--- src/rtl/stc_pkg.sv ---
package stc_pkg;
    localparam int ADDR_W = 16;
    localparam int DATA_W = 32;

    typedef logic [ADDR_W-1:0] addr_t;
    typedef logic [DATA_W-1:0] data_t;

    typedef struct packed {
        logic  vld;
        addr_t addr;
        data_t data;
    } wb_entry_t;

    typedef enum logic {
        ST_RUN   = 1'b0,
        ST_DRAIN = 1'b1
    } cstate_e;

    // line address: drop the in-line offset bits
    function automatic addr_t line_of(addr_t a, int ofs);
        return a >> ofs;
    endfunction
endpackage

--- src/rtl/stc_read_set.sv ---
module stc_read_set
    import stc_pkg::*;
#(
    parameter int DEPTH    = 16,
    parameter int LINE_OFS = 2,
    localparam int CNT_W   = $clog2(DEPTH + 1),
    localparam int IDX_W   = $clog2(DEPTH)
) (
    input  logic             clk,
    input  logic             rst,
    input  logic             clr,
    input  logic             ins_req,
    input  addr_t            ins_addr,
    input  addr_t            snp_addr,
    output logic             present,
    output logic             full,
    output logic             snp_hit,
    output logic [CNT_W-1:0] count
);
    addr_t            lines [DEPTH];
    logic [DEPTH-1:0] vld;
    logic [DEPTH-1:0] m_ins;
    logic [DEPTH-1:0] m_snp;

    // one comparator pair per slot
    for (genvar g = 0; g < DEPTH; g++) begin : g_cmp
        assign m_ins[g] = vld[g] && (lines[g] == line_of(ins_addr, LINE_OFS));
        assign m_snp[g] = vld[g] && (lines[g] == line_of(snp_addr, LINE_OFS));
    end

    assign present = |m_ins;
    assign snp_hit = |m_snp;
    assign full    = (count == CNT_W'(DEPTH));

    always_ff @(posedge clk) begin
        if (rst || clr) begin
            vld   <= '0;
            count <= '0;
        end else if (ins_req && !present && !full) begin
            lines[count[IDX_W-1:0]] <= line_of(ins_addr, LINE_OFS);
            vld[count[IDX_W-1:0]]   <= 1'b1;
            count                   <= count + 1'b1;
        end
    end

    p_rs_bound_r11: assert property (@(posedge clk) disable iff (rst)
        count <= CNT_W'(DEPTH));
    p_rs_clear_r6: assert property (@(posedge clk) disable iff (rst)
        clr |=> (count == '0 && vld == '0));
endmodule

--- src/rtl/stc_write_buf.sv ---
module stc_write_buf
    import stc_pkg::*;
#(
    parameter int DEPTH  = 8,
    localparam int CNT_W = $clog2(DEPTH + 1),
    localparam int IDX_W = $clog2(DEPTH)
) (
    input  logic             clk,
    input  logic             rst,
    input  logic             clr,
    input  logic             wr_req,
    input  addr_t            wr_addr,
    input  data_t            wr_data,
    input  addr_t            lk_addr,
    input  logic [IDX_W-1:0] rd_idx,
    output logic             wr_hit,
    output logic             lk_hit,
    output data_t            lk_data,
    output addr_t            rd_addr,
    output data_t            rd_data,
    output logic             full,
    output logic [CNT_W-1:0] count
);
    wb_entry_t        ent [DEPTH];
    logic [DEPTH-1:0] m_wr;
    logic [DEPTH-1:0] m_lk;

    for (genvar g = 0; g < DEPTH; g++) begin : g_cmp
        assign m_wr[g] = ent[g].vld && (ent[g].addr == wr_addr);
        assign m_lk[g] = ent[g].vld && (ent[g].addr == lk_addr);
    end

    assign wr_hit  = |m_wr;
    assign lk_hit  = |m_lk;
    assign full    = (count == CNT_W'(DEPTH));
    assign rd_addr = ent[rd_idx].addr;
    assign rd_data = ent[rd_idx].data;

    // addresses are unique in the buffer, so at most one slot matches
    always_comb begin
        lk_data = '0;
        for (int k = 0; k < DEPTH; k++)
            if (m_lk[k]) lk_data = lk_data | ent[k].data;
    end

    always_ff @(posedge clk) begin
        if (rst || clr) begin
            for (int k = 0; k < DEPTH; k++) ent[k].vld <= 1'b0;
            count <= '0;
        end else if (wr_req) begin
            if (wr_hit) begin
                for (int k = 0; k < DEPTH; k++)
                    if (m_wr[k]) ent[k].data <= wr_data;
            end else if (!full) begin
                ent[count[IDX_W-1:0]] <= '{vld: 1'b1, addr: wr_addr, data: wr_data};
                count                 <= count + 1'b1;
            end
        end
    end

    p_wb_bound_r11: assert property (@(posedge clk) disable iff (rst)
        count <= CNT_W'(DEPTH));
    p_wb_clear_r6: assert property (@(posedge clk) disable iff (rst)
        clr |=> (count == '0 && !lk_hit));
    p_wb_overwrite_r3: assert property (@(posedge clk) disable iff (rst)
        (wr_req && wr_hit && !clr) |=> $stable(count));
endmodule

--- src/rtl/stc_commit_fsm.sv ---
module stc_commit_fsm
    import stc_pkg::*;
#(
    parameter int WB_DEPTH = 8,
    localparam int CNT_W   = $clog2(WB_DEPTH + 1),
    localparam int IDX_W   = $clog2(WB_DEPTH)
) (
    input  logic             clk,
    input  logic             rst,
    input  logic             commit_go,
    input  logic             conflict,
    input  logic [CNT_W-1:0] wb_count,
    output cstate_e          state,
    output logic [IDX_W-1:0] idx,
    output logic             drain_last,
    output logic             done_o,
    output logic             abort_o
);
    assign drain_last = (state == ST_DRAIN) && ((CNT_W'(idx) + 1'b1) == wb_count);

    always_ff @(posedge clk) begin
        if (rst) begin
            state   <= ST_RUN;
            idx     <= '0;
            done_o  <= 1'b0;
            abort_o <= 1'b0;
        end else begin
            done_o  <= 1'b0;
            abort_o <= conflict;
            case (state)
                ST_RUN: begin
                    if (commit_go) begin
                        if (wb_count == '0) begin
                            done_o <= 1'b1;
                        end else begin
                            state <= ST_DRAIN;
                            idx   <= '0;
                        end
                    end
                end
                ST_DRAIN: begin
                    if (drain_last) begin
                        state  <= ST_RUN;
                        done_o <= 1'b1;
                    end else begin
                        idx <= idx + 1'b1;
                    end
                end
                default: state <= ST_RUN;
            endcase
        end
    end

    p_abort_excl_r10: assert property (@(posedge clk) disable iff (rst)
        !(abort_o && done_o));
    p_done_after_drain_r8: assert property (@(posedge clk) disable iff (rst)
        drain_last |=> done_o);
endmodule

--- src/rtl/spec_txn_cache.sv ---
module spec_txn_cache
    import stc_pkg::*;
#(
    parameter int RS_DEPTH = 16,
    parameter int WB_DEPTH = 8,
    parameter int LINE_OFS = 2,
    localparam int RS_CNT_W = $clog2(RS_DEPTH + 1),
    localparam int WB_CNT_W = $clog2(WB_DEPTH + 1),
    localparam int WB_IDX_W = $clog2(WB_DEPTH)
) (
    input  logic              clk,
    input  logic              rst,
    input  logic              ld_req,
    input  logic [ADDR_W-1:0] ld_addr,
    input  logic [DATA_W-1:0] mem_rdata,
    output logic [DATA_W-1:0] ld_rdata,
    output logic              ld_fwd,
    input  logic              st_req,
    input  logic [ADDR_W-1:0] st_addr,
    input  logic [DATA_W-1:0] st_data,
    input  logic              commit_req,
    input  logic              commit_grant,
    input  logic              snoop_valid,
    input  logic [ADDR_W-1:0] snoop_addr,
    output logic              bc_valid,
    output logic [ADDR_W-1:0] bc_addr,
    output logic [DATA_W-1:0] bc_data,
    output logic              txn_abort,
    output logic              commit_done,
    output logic              stall
);
    cstate_e               state;
    logic [WB_IDX_W-1:0]   drain_idx;
    logic                  drain_last;
    logic                  running, conflict, commit_go, accept;
    logic                  rs_present, rs_full, rs_snp_hit;
    logic [RS_CNT_W-1:0]   rs_count;
    logic                  wb_wr_hit, wb_lk_hit, wb_full;
    logic [WB_CNT_W-1:0]   wb_count;
    data_t                 wb_lk_data;
    logic                  ovf, stall_q;

    assign running   = (state == ST_RUN);
    // a conflicting snoop beats a commit grant in the same cycle
    assign conflict  = running && snoop_valid && rs_snp_hit;
    assign commit_go = running && commit_req && commit_grant && !conflict;
    assign accept    = running && !conflict && !commit_go;

    stc_read_set #(.DEPTH(RS_DEPTH), .LINE_OFS(LINE_OFS)) u_rs (
        .clk      (clk),
        .rst      (rst),
        .clr      (conflict || commit_go),
        .ins_req  (ld_req && accept),
        .ins_addr (ld_addr),
        .snp_addr (snoop_addr),
        .present  (rs_present),
        .full     (rs_full),
        .snp_hit  (rs_snp_hit),
        .count    (rs_count)
    );

    stc_write_buf #(.DEPTH(WB_DEPTH)) u_wb (
        .clk     (clk),
        .rst     (rst),
        .clr     (conflict || drain_last),
        .wr_req  (st_req && accept),
        .wr_addr (st_addr),
        .wr_data (st_data),
        .lk_addr (ld_addr),
        .rd_idx  (drain_idx),
        .wr_hit  (wb_wr_hit),
        .lk_hit  (wb_lk_hit),
        .lk_data (wb_lk_data),
        .rd_addr (bc_addr),
        .rd_data (bc_data),
        .full    (wb_full),
        .count   (wb_count)
    );

    stc_commit_fsm #(.WB_DEPTH(WB_DEPTH)) u_fsm (
        .clk        (clk),
        .rst        (rst),
        .commit_go  (commit_go),
        .conflict   (conflict),
        .wb_count   (wb_count),
        .state      (state),
        .idx        (drain_idx),
        .drain_last (drain_last),
        .done_o     (commit_done),
        .abort_o    (txn_abort)
    );

    assign ld_rdata = wb_lk_hit ? wb_lk_data : mem_rdata;
    assign ld_fwd   = ld_req && wb_lk_hit;
    assign bc_valid = (state == ST_DRAIN);

    assign ovf = accept && ((ld_req && rs_full && !rs_present) ||
                            (st_req && wb_full && !wb_wr_hit));

    always_ff @(posedge clk) begin
        if (rst) stall_q <= 1'b0;
        else     stall_q <= (stall_q || ovf) && !commit_grant && !conflict;
    end
    assign stall = stall_q;

    p_stall_release_r11: assert property (@(posedge clk) disable iff (rst)
        commit_grant |=> !stall);
    p_abort_empties_r6: assert property (@(posedge clk) disable iff (rst)
        conflict |=> (rs_count == '0 && wb_count == '0));
endmodule

--- config.mk ---
export PLATFORM = sky130hd
export DESIGN_NAME = spec_txn_cache
export DESIGN_NICKNAME = d
export VERILOG_FILES = /design/src/rtl/stc_pkg.sv /design/src/rtl/stc_read_set.sv /design/src/rtl/stc_write_buf.sv /design/src/rtl/stc_commit_fsm.sv /design/src/rtl/spec_txn_cache.sv
export SDC_FILE = /design/constraint.sdc
export NUM_CORES = 1
export LEC_CHECK = 0
export BUFFER_PORTS_ARGS = -buffer_cell sky130_fd_sc_hd__buf_2
export CAP_MARGIN = 20
export CORE_UTILIZATION = 45
export CTS_CLUSTER_DIAMETER = 30
export DETAILED_ROUTE_END_ITERATION = 6
export PLACE_DENSITY = 0.66
export REMOVE_ABC_BUFFERS = 1
export SLEW_MARGIN = 0
export SYNTH_ARGS = -nofsm -noshare
export SYNTH_HDL_FRONTEND = slang
export SYNTH_HIERARCHICAL = 1
export SYNTH_SLANG_ARGS = --single-unit
--- constraint.sdc ---
create_clock -name clk -period 6.04 [get_ports clk]
set_clock_uncertainty 0.05 [all_clocks]
set_input_delay 0.302 -clock clk [delete_from_list [all_inputs] [get_ports clk]]
set_output_delay 0.302 -clock clk [all_outputs]
set_load 0.01 [all_outputs]
==> results.yml <==
clock_network:
  cts.sinks: 648
  post_cts_resized: 0
  cts_root_buf: "clkbuf_16"
  cts_buffers: 140
  tritoncts: "built"
  cts_max_path_buffers: 3
  htreeDepth: 4
  clock_latency_ns: 0.73
  clk_transition_reported_paths_ns: 0.05
cells_and_area:
  fin_area_mm2: 0.0410
  syn_to_final_growth_pct: 20.7
  nets: 2816
  n_fill_cell: 5872
  mostFrequentLayoutCells: "edfxtp_1, xnor2_1, xor2_1, buf_2, nand4_1"
  drive_gt1_share_pct: 25.1
  final_common_cell: "edfxtp_1"
  final_core_utilization_pct: 55.0
place:
  preCtsSetupSlack_ns: 1.12
  globalplace.congestion: 0.923
  io_buffers: 201
  place_hpwl_um: 63800
  postPlaceCellArea_mm2: 0.0358
synth:
  synth_compound_area_share_pct: 4.22
  synthArstFlopShare_pct: 0
  syn_area_mm2: 0.0340
  synth_xor_xnor_area_share_pct: 18.2
  synth_flop_cell: "edfxtp_1"
  synth-warning-count: 6
  synthDistinctLibCells: 57
  synth_fa_ha_area_share_pct: 0.258
  synth_edf_count: 608
  syn_inst: 2395
  synth_top_family_by_area: "XOR/XNOR gates"
  yosysSeqAreaShare_pct: 56.1
  ys_ff_latch: 648
  avgSynthCellArea_um2: 14.2
  synth-simple-area-share_pct: 8.68
  synthMuxAreaShare_pct: 9.21
timing:
  fmax_mhz: 210
  hold_viol_final: 0
  slew_violations: 0
  rsz0062_at_grt: "no"
  fin_crit_ns: 4.76
  setup_viol_count_final: 0
  tightest_slew_ns: 1.22
  worst_slack_ns: 1.28
  maxSlewHeadroom_pct: 18.8
  fin_tns_setup_ns: 0
  post-route-period-util_pct: 78.8
routing:
  drcViolationCount: 0
  wl_um: 104000
  vias: 23500
  via_per_inst: 6.22
  post_drt_wl_per_cell_um: 27.5
  ant_nets: 0
  dr.pass1.iters: 6
  drtIter0Drc: 2611
global_routing:
  grt_pass1_wl_um: 153000
  grt_pass1_vias: 24100
  overflow: 0
  antenna_found_initial: 4
  grt_usage_pct: 26.9
  grt_start_max_net_pins: 77
floorplan:
  die_area_mm2: 0.0766
  start_util_pct: 45.5
  die_x_um: 277
  pin_count: 204
  core.rowCount: 100
  coreArea_mm2: 0.0746
  fp.dieH_um: 277
outcome:
  status: "complete, no violations"
worst_setup_path:
  cp_slowest_cell: "nor4_1"
  required_ns: 6.32
  cp_data_arrival_time_ns: 5.03
  crit_type: "flop to flop"
  path_max_fanout: 14
  slowest_delay_ns: 0.67
  critPathLaunchType: "flop"
  path_cells: "xnor2_1 -> nand4_1 -> nor4_1 -> nor4_1 -> nand4_1 -> a22o_1 -> nor3b_1 -> nand2_1 -> nor3_4 -> and2_1"
  cp-end-kind: "flop"
hold_path:
  min_path_type: "input port to flop"
power:
  irDropWorstVdd_mv: 0.253
  powerDensity_mw_per_mm2: 323
  p_leak_nw: 13.2
run:
  maxCapViolCount: 0
[cell usage after synthesis, types with 2 or more instances]
master / n / area, um2
buf_2: 38 / 190
xor2_1: 250 / 2190
ha_1: 7 / 87.6
mux4_2: 96 / 2160
buf_4: 16 / 120
nor3b_1: 6 / 45.0
and4bb_1: 2 / 25.0
nor2b_1: 2 / 12.5
nand3b_1: 3 / 22.5
or4_1: 3 / 22.5
clkbuf_1: 67 / 251
o211ai_1: 2 / 15.0
a21oi_1: 23 / 115
nor2_1: 10 / 37.5
nand2_1: 24 / 90.1
nor4_1: 120 / 751
inv_1: 16 / 60.1
nand2b_1: 4 / 25.0
a32o_1: 12 / 120
mux2_2: 80 / 901
nor3_1: 24 / 120
a221oi_1: 32 / 280
edfxtp_1: 608 / 18300
o21ai_0: 5 / 25.0
buf_12: 14 / 280
nand3_1: 84 / 420
buf_1: 3 / 11.3
nand4_1: 168 / 1050
buf_6: 17 / 191
a22oi_1: 64 / 480
o22ai_1: 4 / 25.0
xnor2_1: 457 / 4000
or2_2: 3 / 18.8
dfxtp_1: 40 / 801
a22o_1: 36 / 315
and3_1: 15 / 93.8
and2_1: 4 / 25.0
mux2i_1: 5 / 50.1
or3_1: 13 / 81.3
[cell families (layout without fill, tap and decap cells)]
family / after synthesis / in the layout
buf+inv: 173 / 579
mux: 182 / 182
compound gates: 184 / 184
flops: 648 / 648
fa+ha+maj: 7 / 7
simple gates: 494 / 494
xor+xnor: 707 / 707
other cells: 0 / 2
[final timing paths]
path,startpoint,end,slack (ns),cells after the start
worst max register to register,u_rs/lines[4][6],u_rs/lines[3][12],1.28,10
worst max-delay path,u_rs/lines[4][6],u_rs/lines[3][12],1.28,10
worst min-delay path,st_addr[8],u_wb/ent[1][40],0.05,1
worst min register to register,u_rs/count[4],u_rs/count[4],0.43,2
[metal layers]
metal	up-vias	share of wire (%)	track usage, %
li1	9899	-	-
met1	11800	40	35.2
met2	1460	47	42.7
met3	287	9.2	5.81
met4	4	4.0	12.5
met5	-	0.027	0
[metrics by stage]
step	std cells	power [mW]	hold slack, ns
2_1_floorplan	2240	5.49	0.321
3_3_place_gp	3468	5.88	0.416
3_5_place_dp	3468	5.90	0.430
4_1_cts	3770	13.3	0.00813
5_1_grt	3771	13.6	0.0144
6_report	3772	13.2	0.0470
[worst max-delay path: cells and delay by family, from the launching register on]
kind,cells,cell delay [ns]
compound gates,1,0.35
xor+xnor,1,0.16
flops,1,0.43
simple gates,8,3.36
[registers in the layout (all words and copies together), names as in the netlist]
register	cells
u_fsm/state	1
u_fsm/done_o	1
u_rs/lines	224
u_rs/vld	16
u_rs/count	5
u_fsm/abort_o	1
u_fsm/idx	3
u_wb/count	4
u_wb/ent	392
stall	1
[what timing repair did]
action / in CTS / in global routing
hold buffers: 49 / 0
setup buffers: 0 / 0
hold endpoints to repair: 334 / 0
[cell type report]
cell class	instances	area (um2)	share of cell area, %
clock buffer	164	3620	8.84
sequential	648	19100	46.5
timing repair buffer	308	1940	4.74
antenna	2	5.00	0.0122
tap	969	1210	2.96
clock inverter	89	1080	2.64
multi-input combinational	1574	14000	34.1
inverter	18	67.6	0.165
[report_power, final]
group          switching, mW  internal [mW]
combinational          0.534          0.328
sequential            0.0355           4.96
clock                   2.62           4.77
(Power assumes the default switching activity.)
